===== config.mk =====
export PLATFORM = sky130hd
export DESIGN_NAME = mbi_report_writer
export DESIGN_NICKNAME = d
export VERILOG_FILES = /design/src/rtl/mbi_pkg.sv /design/src/rtl/mbi_pending.sv /design/src/rtl/mbi_addr_gen.sv /design/src/rtl/mbi_seq.sv /design/src/rtl/mbi_report_writer.sv
export SDC_FILE = /design/constraint.sdc
export NUM_CORES = 1
export LEC_CHECK = 0
export BUFFER_PORTS_ARGS = -buffer_cell sky130_fd_sc_hd__buf_2
export CORE_MARGIN = 5
export CORE_UTILIZATION = 40
export DETAILED_ROUTE_END_ITERATION = 8
export GPL_ROUTABILITY_DRIVEN = 0
export SYNTH_ARGS = -nofsm -noshare
export SYNTH_HDL_FRONTEND = slang
export SYNTH_HIERARCHICAL = 1
export SYNTH_SLANG_ARGS = --single-unit

===== constraint.sdc =====
create_clock -name clk_i -period 3.05 [get_ports clk_i]
set_input_delay 0.61 -clock clk_i [delete_from_list [all_inputs] [get_ports clk_i]]
set_output_delay 0.61 -clock clk_i [all_outputs]
set_load 0.01 [all_outputs]

===== src/rtl/mbi_pkg.sv =====
package mbi_pkg;
  localparam int VEC_W       = 16;
  localparam int STAT_STRIDE = 16;
  localparam int SRC_OFS     = 'h400;
  localparam int MASK_OFS    = 'h440;
  localparam int MAX_UNITS   = 64;
  localparam logic [7:0] MARK = 8'hFF;

  typedef enum logic [2:0] {
    ST_IDLE,
    ST_FETCH,
    ST_UNIT,
    ST_BIT,
    ST_SRC,
    ST_IRQ
  } seq_state_e;
endpackage


===== src/rtl/mbi_pending.sv =====
module mbi_pending
  import mbi_pkg::*;
#(
  parameter int NUM_UNITS = 6
) (
  input  logic                       clk_i,
  input  logic                       rst_ni,
  input  logic [NUM_UNITS*VEC_W-1:0] evt_i,
  input  logic                       take_i,
  input  logic [VEC_W-1:0]           mask_i,
  output logic [NUM_UNITS*VEC_W-1:0] snap_o,
  output logic                       pend_any_o
);
  logic [NUM_UNITS*VEC_W-1:0] pend_q;

  for (genvar u = 0; u < NUM_UNITS; u++) begin : g_unit
    always_ff @(posedge clk_i or negedge rst_ni) begin
      if (!rst_ni) begin
        pend_q[u*VEC_W +: VEC_W] <= '0;
        snap_o[u*VEC_W +: VEC_W] <= '0;
      end else if (take_i) begin
        // masked-off bits are dropped here; new arrivals start the next set
        snap_o[u*VEC_W +: VEC_W] <= pend_q[u*VEC_W +: VEC_W] & mask_i;
        pend_q[u*VEC_W +: VEC_W] <= evt_i[u*VEC_W +: VEC_W];
      end else begin
        pend_q[u*VEC_W +: VEC_W] <= pend_q[u*VEC_W +: VEC_W] | evt_i[u*VEC_W +: VEC_W];
      end
    end
  end

  assign pend_any_o = |pend_q;
endmodule


===== src/rtl/mbi_addr_gen.sv =====
module mbi_addr_gen
  import mbi_pkg::*;
#(
  parameter int                NUM_UNITS = 6,
  parameter int                ADDR_W    = 32,
  parameter logic [ADDR_W-1:0] BASE_ADDR = 'h1000,
  localparam int               UNIT_W    = (NUM_UNITS > 1) ? $clog2(NUM_UNITS) : 1,
  localparam int               BIT_W     = $clog2(VEC_W)
) (
  input  logic [UNIT_W-1:0] unit_i,
  input  logic [BIT_W-1:0]  bit_i,
  input  logic              sel_src_i,
  output logic [ADDR_W-1:0] wr_addr_o,
  output logic [ADDR_W-1:0] rd_addr_o
);
  logic [ADDR_W-1:0] stat_addr;
  logic [ADDR_W-1:0] src_addr;

  assign stat_addr = BASE_ADDR + ADDR_W'(unit_i) * ADDR_W'(STAT_STRIDE) + ADDR_W'(bit_i);
  assign src_addr  = BASE_ADDR + ADDR_W'(SRC_OFS) + ADDR_W'(unit_i);
  assign wr_addr_o = sel_src_i ? src_addr : stat_addr;
  assign rd_addr_o = BASE_ADDR + ADDR_W'(MASK_OFS);
endmodule


===== src/rtl/mbi_seq.sv =====
module mbi_seq
  import mbi_pkg::*;
#(
  parameter int  NUM_UNITS = 6,
  localparam int UNIT_W    = (NUM_UNITS > 1) ? $clog2(NUM_UNITS) : 1,
  localparam int BIT_W     = $clog2(VEC_W)
) (
  input  logic                       clk_i,
  input  logic                       rst_ni,
  input  logic                       pend_any_i,
  input  logic [NUM_UNITS*VEC_W-1:0] snap_i,
  input  logic                       rd_valid_i,
  input  logic                       wr_ready_i,
  output logic                       take_o,
  output logic                       rd_req_o,
  output logic                       wr_valid_o,
  output logic                       sel_src_o,
  output logic [UNIT_W-1:0]          unit_o,
  output logic [BIT_W-1:0]           bit_o,
  output logic                       host_irq_o
);
  seq_state_e        state_q;
  logic [UNIT_W-1:0] unit_q;
  logic [BIT_W-1:0]  bit_q;
  logic [VEC_W-1:0]  cur_vec;
  logic              last_unit;
  logic              last_bit;
  logic              any_snap;

  assign cur_vec   = snap_i[int'(unit_q)*VEC_W +: VEC_W];
  assign last_unit = (unit_q == UNIT_W'(NUM_UNITS - 1));
  assign last_bit  = (bit_q == BIT_W'(VEC_W - 1));
  assign any_snap  = |snap_i;

  always_ff @(posedge clk_i or negedge rst_ni) begin
    if (!rst_ni) begin
      state_q <= ST_IDLE;
      unit_q  <= '0;
      bit_q   <= '0;
    end else begin
      case (state_q)
        ST_IDLE: if (pend_any_i) state_q <= ST_FETCH;
        ST_FETCH: begin
          if (rd_valid_i) begin
            unit_q  <= '0;
            state_q <= ST_UNIT;
          end
        end
        ST_UNIT: begin
          if (cur_vec != '0) begin
            bit_q   <= '0;
            state_q <= ST_BIT;
          end else if (last_unit) begin
            state_q <= any_snap ? ST_IRQ : ST_IDLE;
          end else begin
            unit_q <= unit_q + 1'b1;
          end
        end
        ST_BIT: begin
          if (!cur_vec[bit_q] || wr_ready_i) begin
            if (last_bit) state_q <= ST_SRC;
            else          bit_q   <= bit_q + 1'b1;
          end
        end
        ST_SRC: begin
          if (wr_ready_i) begin
            if (last_unit) begin
              state_q <= ST_IRQ;
            end else begin
              unit_q  <= unit_q + 1'b1;
              state_q <= ST_UNIT;
            end
          end
        end
        ST_IRQ:  state_q <= ST_IDLE;
        default: state_q <= ST_IDLE;
      endcase
    end
  end

  always_comb begin
    rd_req_o   = (state_q == ST_FETCH);
    take_o     = rd_req_o && rd_valid_i;
    sel_src_o  = (state_q == ST_SRC);
    wr_valid_o = ((state_q == ST_BIT) && cur_vec[bit_q]) || sel_src_o;
    host_irq_o = (state_q == ST_IRQ);
  end

  assign unit_o = unit_q;
  assign bit_o  = bit_q;
endmodule


===== src/rtl/mbi_report_writer.sv =====
module mbi_report_writer
  import mbi_pkg::*;
#(
  parameter int                NUM_UNITS = 6,
  parameter int                ADDR_W    = 32,
  parameter logic [ADDR_W-1:0] BASE_ADDR = 'h1000
) (
  input  logic                       clk_i,
  input  logic                       rst_ni,
  input  logic [NUM_UNITS*VEC_W-1:0] evt_i,
  output logic                       wr_valid_o,
  input  logic                       wr_ready_i,
  output logic [ADDR_W-1:0]          wr_addr_o,
  output logic [7:0]                 wr_data_o,
  output logic                       rd_req_o,
  output logic [ADDR_W-1:0]          rd_addr_o,
  input  logic                       rd_valid_i,
  input  logic [VEC_W-1:0]           rd_data_i,
  output logic                       host_irq_o
);
  localparam int UNIT_W = (NUM_UNITS > 1) ? $clog2(NUM_UNITS) : 1;
  localparam int BIT_W  = $clog2(VEC_W);

  logic [NUM_UNITS*VEC_W-1:0] snap;
  logic                       pend_any;
  logic                       take;
  logic                       sel_src;
  logic [UNIT_W-1:0]          unit_idx;
  logic [BIT_W-1:0]           bit_idx;

  mbi_pending #(.NUM_UNITS(NUM_UNITS)) u_pending (
    .clk_i     (clk_i),
    .rst_ni    (rst_ni),
    .evt_i     (evt_i),
    .take_i    (take),
    .mask_i    (rd_data_i),
    .snap_o    (snap),
    .pend_any_o(pend_any)
  );

  mbi_seq #(.NUM_UNITS(NUM_UNITS)) u_seq (
    .clk_i     (clk_i),
    .rst_ni    (rst_ni),
    .pend_any_i(pend_any),
    .snap_i    (snap),
    .rd_valid_i(rd_valid_i),
    .wr_ready_i(wr_ready_i),
    .take_o    (take),
    .rd_req_o  (rd_req_o),
    .wr_valid_o(wr_valid_o),
    .sel_src_o (sel_src),
    .unit_o    (unit_idx),
    .bit_o     (bit_idx),
    .host_irq_o(host_irq_o)
  );

  mbi_addr_gen #(
    .NUM_UNITS(NUM_UNITS),
    .ADDR_W   (ADDR_W),
    .BASE_ADDR(BASE_ADDR)
  ) u_addr (
    .unit_i   (unit_idx),
    .bit_i    (bit_idx),
    .sel_src_i(sel_src),
    .wr_addr_o(wr_addr_o),
    .rd_addr_o(rd_addr_o)
  );

  assign wr_data_o = MARK;
endmodule


==> results.toml, run 1 <==
[synthesis]
synth-edff-count = 0
synth_top_area_share_pct = 51.60
synthArstFlopShare_pct = 100.0
syn_avg_cell_area_um2 = 10.25
synthTopCellsByCount = "dfrtp_1, inv_1, o21ai_0, a21o_1, nand3_1"
yosys.area.top_type = "dfrtp_1"
ys_ff_latch = 202
synth_most_common_cell = "dfrtp_1"
yosysSeqAreaShare_pct = 51.60
synthTopCellsByArea = "dfrtp_1, a21o_1, buf_4"
yosys_warnings = 6
ys_types = 61
synthCells = 956
synthFlopType = "dfrtp_1"
syn_area_mm2 = 0.009797

[placement]
port_buffers = 126
detailed_place_hpwl_um = 21810
dp_slack_ns = 0.02907

[timing]
fin_crit_ns = 3.503
finClkSkew_ns = 0.02160
whs_ns = 0.08042
fin_crit_sh_pct = 114.9
final-hold-violation-count = 0
setup_slack_ns = -0.4533
tightest_slew_ns = 0.7598
max_slew_margin_pct = 49.35
fmax_mhz = 285.4
slew_violations = 0
setup_viol = 8
rsz0062_at_grt = "true"

[floorplanning]
die_width_um = 166.5
rows = 57
die_h_um = 166.5
dieArea_mm2 = 0.02772
floorplan.io_pins = 191
core-area_mm2 = 0.02425
initial_core_util_pct = 40.40

[pwr]
p_switching_mw = 4.356
clock_power_share_pct = 23.4
p_int_mw = 7.061
p_sw_share_pct = 38.15
leakage_nw = 4.984
irDropWorstVdd_mv = 0.4209
powerDensity_mw_per_mm2 = 990.0
power_frac_seq_pct = 43.0
comb_power_share_pct = 33.6

[layout]
fillers = 2317
antennaDiodeCount = 0
area_growth_pct = 17.71
fin_nets = 1222
drive_above_1_share_pct = 22.99

[critical_path]
critPathRequiredTime_ns = 2.44
cp_common_cell = "nor3_2"
critPathKind = "reg2out"
reg2reg_slack_ns = -0.31
reg2reg_depth = 17
slowest_stage = "dfrtp_2"
crit_arrival_ns = 2.89
critPathMaxStageDelay_ns = 0.45
endpoint_kind = "output port"
cp_max_fo = 5
worstReg2RegEnd = "u_seq/bit_o[2]$_DFFE_PN0P_"
startpoint_type = "flop"
reg2reg_from = "u_seq/unit_o[0]$_DFFE_PN0P_"
worstPathCellList = "buf_6, buf_4, mux2_2, a222oi_1, mux2i_1, nor3_2, nor3_2, or3_1, buf_2"

[global_route]
grt_pass1_vias = 7470
grt_antenna_before_repair = 0
grt_usage_pct = 19.90
grt_max_degree = 74
grt_pass1_wl_um = 44170
grt_overflow = 0

[route]
drc = 0
wl_met3_um = 2218
postRouteAntennaNets = 0
firstDrtPassIters = 5
wl_met2_um = 12810
wl_um = 28970
wl_per_cell_um = 20.09
wl_met1_um = 13140
viasPerCell = 5.341
top_layer = "met4"
dr.first_iter.drc_count = 640
vias = 7702

[clock_network]
tritoncts = "yes"
insertion_delay_ns = 0.51
cts_buffers = 23
clk_path_buf_depth = 3
clk_pin_slew_ns = 0.06
numClockSinks = 202
cts_max_level = 1
cts-root-buf = "clkbuf_16"
cts_hold_buf = 0

[status]
status = "finished with violations"
violations = "negative setup slack"

[flow_run]
drv_cap = 0

[worst_hold_path]
hold_class = "in2async"
state kept, by name, indices dropped and copies added, names as in the netlist:
signal / count
u_pending/pend_q: 96
u_pending/snap_o: 96
u_seq/bit_o: 4
u_seq/state_q: 3
u_seq/unit_o: 3
final cells by class:
class	count	area, um2	area share, %
inverters	100	381.6	3.309
flip-flops and latches	202	5057	43.85
well taps	324	405.4	3.515
multi-input cells	607	3939	34.15
clock buffers	32	659.4	5.718
repair buffers	169	1015	8.799
clock inverters	8	75.07	0.6510
timing repair:
action,in CTS,in global routing
setup buffers,11,5
gates resized for setup,8,17
endpoints found under the setup margin,1,11
pin swaps,6,5
worst max-delay path, delay by kind of cell (launching register included):
family | cells | cell delay (ns)
AO/OA/AOI/OAI | 1 | 0.34
buffers and inverters | 3 | 0.40
flip-flops | 1 | 0.45
multiplexers | 2 | 0.48
AND/OR/NAND/NOR | 3 | 0.70
through the flow:
stage                     power, mW  std cells  setup TNS [ns]  utilization (%)  instance area (um2)
after global routing          12.07       1442          -2.191            47.56                11530
after global placement        8.296       1386               0            43.60                10570
final                         11.42       1442          -1.556            47.56                11530
after floorplan               7.036       1017               0                -                10030
after detailed placement      8.349       1386               0            43.60                10570
after CTS                     11.22       1437         -0.7283            47.09                11420
worst max path at each step:
stage                     depth (start not counted)                   startpoint         end  slack (ns)
after floorplan                                   9  u_seq/unit_o[0]$_DFFE_PN0P_  wr_valid_o        0.26
after global placement                            8  u_seq/unit_o[0]$_DFFE_PN0P_  wr_valid_o        0.07
after detailed placement                          8  u_seq/unit_o[0]$_DFFE_PN0P_  wr_valid_o        0.03
after CTS                                         9  u_seq/unit_o[0]$_DFFE_PN0P_  wr_valid_o       -0.33
after global routing                              9  u_seq/unit_o[0]$_DFFE_PN0P_  wr_valid_o       -0.51
final                                             9  u_seq/unit_o[0]$_DFFE_PN0P_  wr_valid_o       -0.45
cell families after synthesis:
| family | count (synthesis) | share of synthesized area (%) |
|---|---|---|
| simple gates | 236 | 13.21 |
| mux | 55 | 6.654 |
| compound gates | 249 | 16.64 |
| other cells | 3 | 0.1149 |
| flops | 202 | 51.60 |
| fa+ha+maj | 3 | 0.3832 |
| buf+inv | 208 | 11.40 |
layout by cell type, fill, tap and decap left out, types with 15 or more instances in the layout:
cell type / n
dfrtp_1: 200
buf_2: 125
inv_1: 97
o21ai_0: 97
a21o_1: 95
nand3_1: 95
conb_1: 64
nor4_1: 44
buf_4: 36
mux2i_1: 28
clkbuf_16: 23
nand2_1: 22
nor2_1: 16
mux2_2: 15
metal layers:
| layer | GRT usage, % | vias up |
|---|---|---|
| li1 | - | 3565 |
| met3 | 3.413 | 45 |
| met5 | 0 | - |
| met2 | 29.62 | 341 |
| met4 | 6.083 | 0 |
| met1 | 29.83 | 3751 |
power groups by stage:
stage                     clock [mW]  sequential, mW  combinational (mW)
after floorplan                    0            4.28                2.75
after CTS                       2.72            4.87                3.63
after global routing            2.84            5.00                4.23
after detailed placement           0            4.91                3.44
after global placement             0            4.92                3.38
final                           2.67            4.91                3.83
(Power assumes the default switching activity.)
==> inputs of run 2 (changes only) <==
--- a/config.mk
+++ b/config.mk
@@ -8,8 +8,10 @@
 export BUFFER_PORTS_ARGS = -buffer_cell sky130_fd_sc_hd__buf_2
 export CORE_MARGIN = 5
 export CORE_UTILIZATION = 40
+export CTS_BUF_LIST = sky130_fd_sc_hd__clkbuf_8
 export DETAILED_ROUTE_END_ITERATION = 8
 export GPL_ROUTABILITY_DRIVEN = 0
+export RECOVER_POWER = 50
 export SYNTH_ARGS = -nofsm -noshare
 export SYNTH_HDL_FRONTEND = slang
 export SYNTH_HIERARCHICAL = 1
==> results.toml, run 2 (same netlist as run 1, synthesis figures left out) <==
[status]
status = "finished with violations"
violations = "max-capacitance violations, max-slew violations, negative setup slack"

[timing]
slew_violations = 67
setup_viol = 8
finClkSkew_ns = 0.02330
tightest_slew_ns = 1.679
final-hold-violation-count = 0
setup_slack_ns = -0.4539
fmax_mhz = 285.4
fin_crit_ns = 3.504
rsz0062_at_grt = "true"
fin_crit_sh_pct = 114.9
max_slew_margin_pct = -11.92

[pwr]
p_sw_share_pct = 39.19
p_int_mw = 6.722
power_mw = 11.06
clock_power_share_pct = 21.6
power_frac_seq_pct = 44.4
irDropWorstVdd_mv = 0.4091
powerDensity_mw_per_mm2 = 969.6
comb_power_share_pct = 34.0
p_switching_mw = 4.333
leakage_nw = 4.975

[floorplanning]
rows = 57
floorplan.io_pins = 191
core-area_mm2 = 0.02425
initial_core_util_pct = 40.40
die_h_um = 166.5
die_width_um = 166.5
dieArea_mm2 = 0.02772

[clock_network]
cts-root-buf = "clkbuf_8"
clk_pin_slew_ns = 0.06
tritoncts = "yes"
insertion_delay_ns = 0.53
clk_path_buf_depth = 3
numClockSinks = 202
cts_max_level = 2
cts_buffers = 35

[route]
firstDrtPassIters = 6
postRouteAntennaNets = 0
vias = 7803
viasPerCell = 5.341
drc = 0
dr.first_iter.drc_count = 764
wl_per_cell_um = 19.92
wl_um = 29110

[critical_path]
endpoint_kind = "output port"
crit_path_start = "u_seq/unit_o[0]$_DFFE_PN0P_"
crit_end = "wr_valid_o"
reg2reg_depth = 16
worstReg2RegEnd = "u_seq/bit_o[0]$_DFFE_PN0P_"
startpoint_type = "flop"
reg2reg_slack_ns = -0.16
crit_arrival_ns = 2.89
critPathRequiredTime_ns = 2.44
cp_max_fo = 5
reg2reg_from = "u_seq/unit_o[0]$_DFFE_PN0P_"
critPathKind = "reg2out"

[layout]
fin_nets = 1231
area_growth_pct = 16.39
drive_above_1_share_pct = 23.39
antennaDiodeCount = 0
design_area_mm2 = 0.01140
layout.cells.non_filler = 1461
final_cell_mix = "dfrtp_1, buf_2, inv_1"
layout_commonest_cell = "dfrtp_1"

[global_route]
grt_antenna_before_repair = 0
grt_pass1_wl_um = 44460
grt_pass1_vias = 7559
grt_usage_pct = 20.20
grt_overflow = 0
grt_max_degree = 74

[placement]
placed_area_mm2 = 0.01057
dp.cells = 1386
detailed_place_hpwl_um = 21810
port_buffers = 126

[worst_hold_path]
hold_class = "in2reg"

[flow_run]
drv_cap = 1
[run 2: cell count changes in the layout (fill, tap and decap cells not counted), sizes merged]
cell | before | now
buf | 168 | 160
inv | 100 | 110
clkinvlp | 2 | 3
bufinv | 1 | 0
clkbuf | 33 | 50
[run 2: critical path, cell delays in order, from the launching register on]
cell and delay, ns:
dfrtp_2 0.45, buf_6 0.14, buf_4 0.10, mux2_2 0.32
a222oi_1 0.33, mux2i_1 0.16, nor3_2 0.29, nor3_2 0.07
or3_1 0.34, buf_2 0.16
[run 2: how the worst min path moves through the flow]
stage | from | endpoint | slack, ns | cells past startpoint
after global routing | evt_i[77] | u_pending/pend_q[77]$_DFF_PN0_ | 0.24 | 2
after detailed placement | u_pending/pend_q[74]$_DFF_PN0_ | u_pending/pend_q[74]$_DFF_PN0_ | 0.50 | 1
after global placement | u_pending/pend_q[74]$_DFF_PN0_ | u_pending/pend_q[74]$_DFF_PN0_ | 0.49 | 1
after floorplan | rst_ni | u_pending/pend_q[0]$_DFF_PN0_ | 0.31 | 0
final | evt_i[8] | u_pending/pend_q[8]$_DFF_PN0_ | 0.26 | 2
after CTS | rst_ni | u_pending/snap_o[51]$_DFFE_PN0P_ | 0.08 | 1
[run 2: metal layers]
metal | up-vias | track usage, % | routed length, um | part of all wire, %
li1 | 3600 | - | - | -
met4 | 0 | 7.435 | 965 | 3.3
met1 | 3769 | 29.46 | 13100 | 45
met2 | 369 | 29.73 | 12670 | 44
met5 | - | 0 | 0 | 0
met3 | 65 | 4.338 | 2374 | 8.2
[run 2: power by group through the flow]
stage	Clock, mW	Sequential, mW	Combinational, mW
after global placement	0	4.92	3.38
after floorplan	0	4.28	2.75
after detailed placement	0	4.91	3.44
after CTS	2.45	4.86	3.63
final	2.39	4.91	3.76
after global routing	2.58	4.99	4.16
[run 2: timing repair]
item	in CTS	in global routing
buffers inserted	11	2
endpoints found under the setup margin	1	11
gates resized for setup	8	13
pin swaps	6	6
hold buffers	0	0
[run 2: area by class of cell]
cell class / instances / area (um2)
Multi-Input combinational cell: 607 / 3921
Fill cell: 2342 / 12850
Inverter: 100 / 380.4
Tap cell: 324 / 405.4
Timing Repair Buffer: 166 / 954.7
Clock buffer: 44 / 605.6
Clock inverter: 18 / 77.57
Sequential cell: 202 / 5057
[run 2: metrics by stage]
step	hold slack, ns	utilization [%]	setup WS [ns]	TNS, ns
6_report	0.2557	47.02	-0.4539	-0.9613
5_1_grt	0.2439	47.02	-0.5358	-16.97
4_1_cts	0.08406	46.88	-0.3523	-0.7550
3_5_place_dp	0.5005	43.60	0.02907	0
3_3_place_gp	0.4891	43.60	0.06634	0
2_1_floorplan	0.3144	-	0.2582	0
==> inputs of run 3 (changes only) <==
--- a/config.mk
+++ b/config.mk
@@ -11,8 +11,8 @@
 export CTS_BUF_LIST = sky130_fd_sc_hd__clkbuf_8
 export DETAILED_ROUTE_END_ITERATION = 8
 export GPL_ROUTABILITY_DRIVEN = 0
-export RECOVER_POWER = 50
 export SYNTH_ARGS = -nofsm -noshare
 export SYNTH_HDL_FRONTEND = slang
 export SYNTH_HIERARCHICAL = 1
 export SYNTH_SLANG_ARGS = --single-unit
+export TNS_END_PERCENT = 10
==> results.toml, run 3 (same netlist as run 1, synthesis figures left out) <==
[status]
status = "finished with violations"
violations = "negative setup slack"

[critical_path]
endpoint_kind = "output port"
crit_arrival_ns = 2.82
reg2reg_depth = 14
worstPathCellList = "buf_6, mux2_4, a222oi_1, buf_4, a2bb2oi_1, o2bb2ai_1, a21oi_1, or3_1, buf_2"
critPathMaxStageDelay_ns = 0.46
critPathRequiredTime_ns = 2.44
cp_max_fo = 7
slowest_stage = "dfrtp_2"
critPathKind = "reg2out"
startpoint_type = "flop"

[layout]
design_area_mm2 = 0.01140
fin_nets = 1229
area_growth_pct = 16.32
drive_above_1_share_pct = 23.08
final_cell_mix = "dfrtp_1, buf_2, inv_1"
layout_commonest_cell = "dfrtp_1"
antennaDiodeCount = 0
utilization_pct = 47.00

[clock_network]
clk_path_buf_depth = 3
numClockSinks = 202
cts_max_level = 2
insertion_delay_ns = 0.53
cts-root-buf = "clkbuf_8"
cts_buffers = 35
clk_pin_slew_ns = 0.06
cts_hold_buf = 0
tritoncts = "yes"

[timing]
setup_slack_ns = -0.3828
setup_tns_ns = -0.5831
setup_viol = 4
fmax_mhz = 291.3
tightest_slew_ns = 0.7654
slew_violations = 0
whs_ns = 0.08165
final-hold-violation-count = 0
fin_crit_ns = 3.433
max_slew_margin_pct = 48.98
finClkSkew_ns = 0.02132
fin_crit_sh_pct = 112.6
rsz0062_at_grt = "true"

[floorplanning]
core-area_mm2 = 0.02425
die_h_um = 166.5
die_width_um = 166.5
floorplan.io_pins = 191
dieArea_mm2 = 0.02772
rows = 57
initial_core_util_pct = 40.40

[global_route]
grt_pass1_vias = 7559
grt_usage_pct = 20.20
grt_antenna_before_repair = 0
grt_max_degree = 74
grt_overflow = 0
grt_pass1_wl_um = 44460

[placement]
detailed_place_hpwl_um = 21810
placed_area_mm2 = 0.01057
dp_slack_ns = 0.02907
port_buffers = 126

[route]
viasPerCell = 5.314
drc = 0
dr.first_iter.drc_count = 716
vias = 7753
wl_per_cell_um = 19.90
wl_um = 29030
firstDrtPassIters = 8
postRouteAntennaNets = 0

[worst_hold_path]
hold_class = "in2async"

[pwr]
powerDensity_mw_per_mm2 = 965.5
irDropWorstVdd_mv = 0.4087
leakage_nw = 4.984

[flow_run]
drv_cap = 0
==> run 3: cell count changes in the layout (fill, tap and decap cells not counted), sizes merged <==
cell	before	now
buf	160	163
clkbuf	50	45
clkinvlp	3	2
inv	110	111
==> run 3: final cells by class <==
cell class                 instances  area [um2]
multi-input combinational        607        3896
clock inverter                    18       77.57
sequential                       202        5056
inverter                         100       381.6
fill                            2337       12850
tap                              324       405.4
clock buffer                      44       605.6
timing repair buffer             164       973.4
==> run 3: what timing repair did <==
action / CTS / global route
buffers inserted: 11 / 0
pin swaps: 6 / 0
setup endpoints to repair: 1 / 11
gates resized for setup: 8 / 6
==> run 3: per-stage QoR <==
step / cells / total power, mW
2_1_floorplan: 1017 / 7.036
3_3_place_gp: 1386 / 8.296
3_5_place_dp: 1386 / 8.349
4_1_cts: 1459 / 10.94
5_1_grt: 1459 / 11.67
6_report: 1459 / 11.00
==> run 3: routing by layer <==
layer / track usage (%) / share of wire [%]
met1: 29.46 / 45
met2: 29.73 / 43
met3: 4.338 / 8.2
met4: 7.435 / 3.3
met5: 0 / 0
==> run 3: critical path, delay by kind of cell (launching register included) <==
kind | cells | cell delay, ns
flops | 1 | 0.46
compound gates | 4 | 0.66
simple gates | 1 | 0.38
buf+inv | 3 | 0.50
mux | 1 | 0.29
==> run 3: final timing paths <==
path | start | end | slack (ns)
min in group clk_i | evt_i[8] | u_pending/pend_q[8]$_DFF_PN0_ | 0.26
min reg2reg | u_pending/pend_q[15]$_DFF_PN0_ | u_pending/pend_q[15]$_DFF_PN0_ | 0.51
max in group asynchronous | rst_ni | u_pending/pend_q[42]$_DFF_PN0_ | 2.13
min | rst_ni | u_pending/snap_o[51]$_DFFE_PN0P_ | 0.08
max | u_seq/unit_o[0]$_DFFE_PN0P_ | wr_valid_o | -0.38
max reg2reg | u_seq/unit_o[1]$_DFFE_PN0P_ | u_seq/bit_o[0]$_DFFE_PN0P_ | -0.10
==> run 3: power breakdown <==
part	total (mW)	leakage [nW]	internal (mW)	switching [mW]
registers	4.90	2.23	3.66	1.24
clock network	2.39	0.400	1.30	1.09
logic	3.71	2.36	1.73	1.99
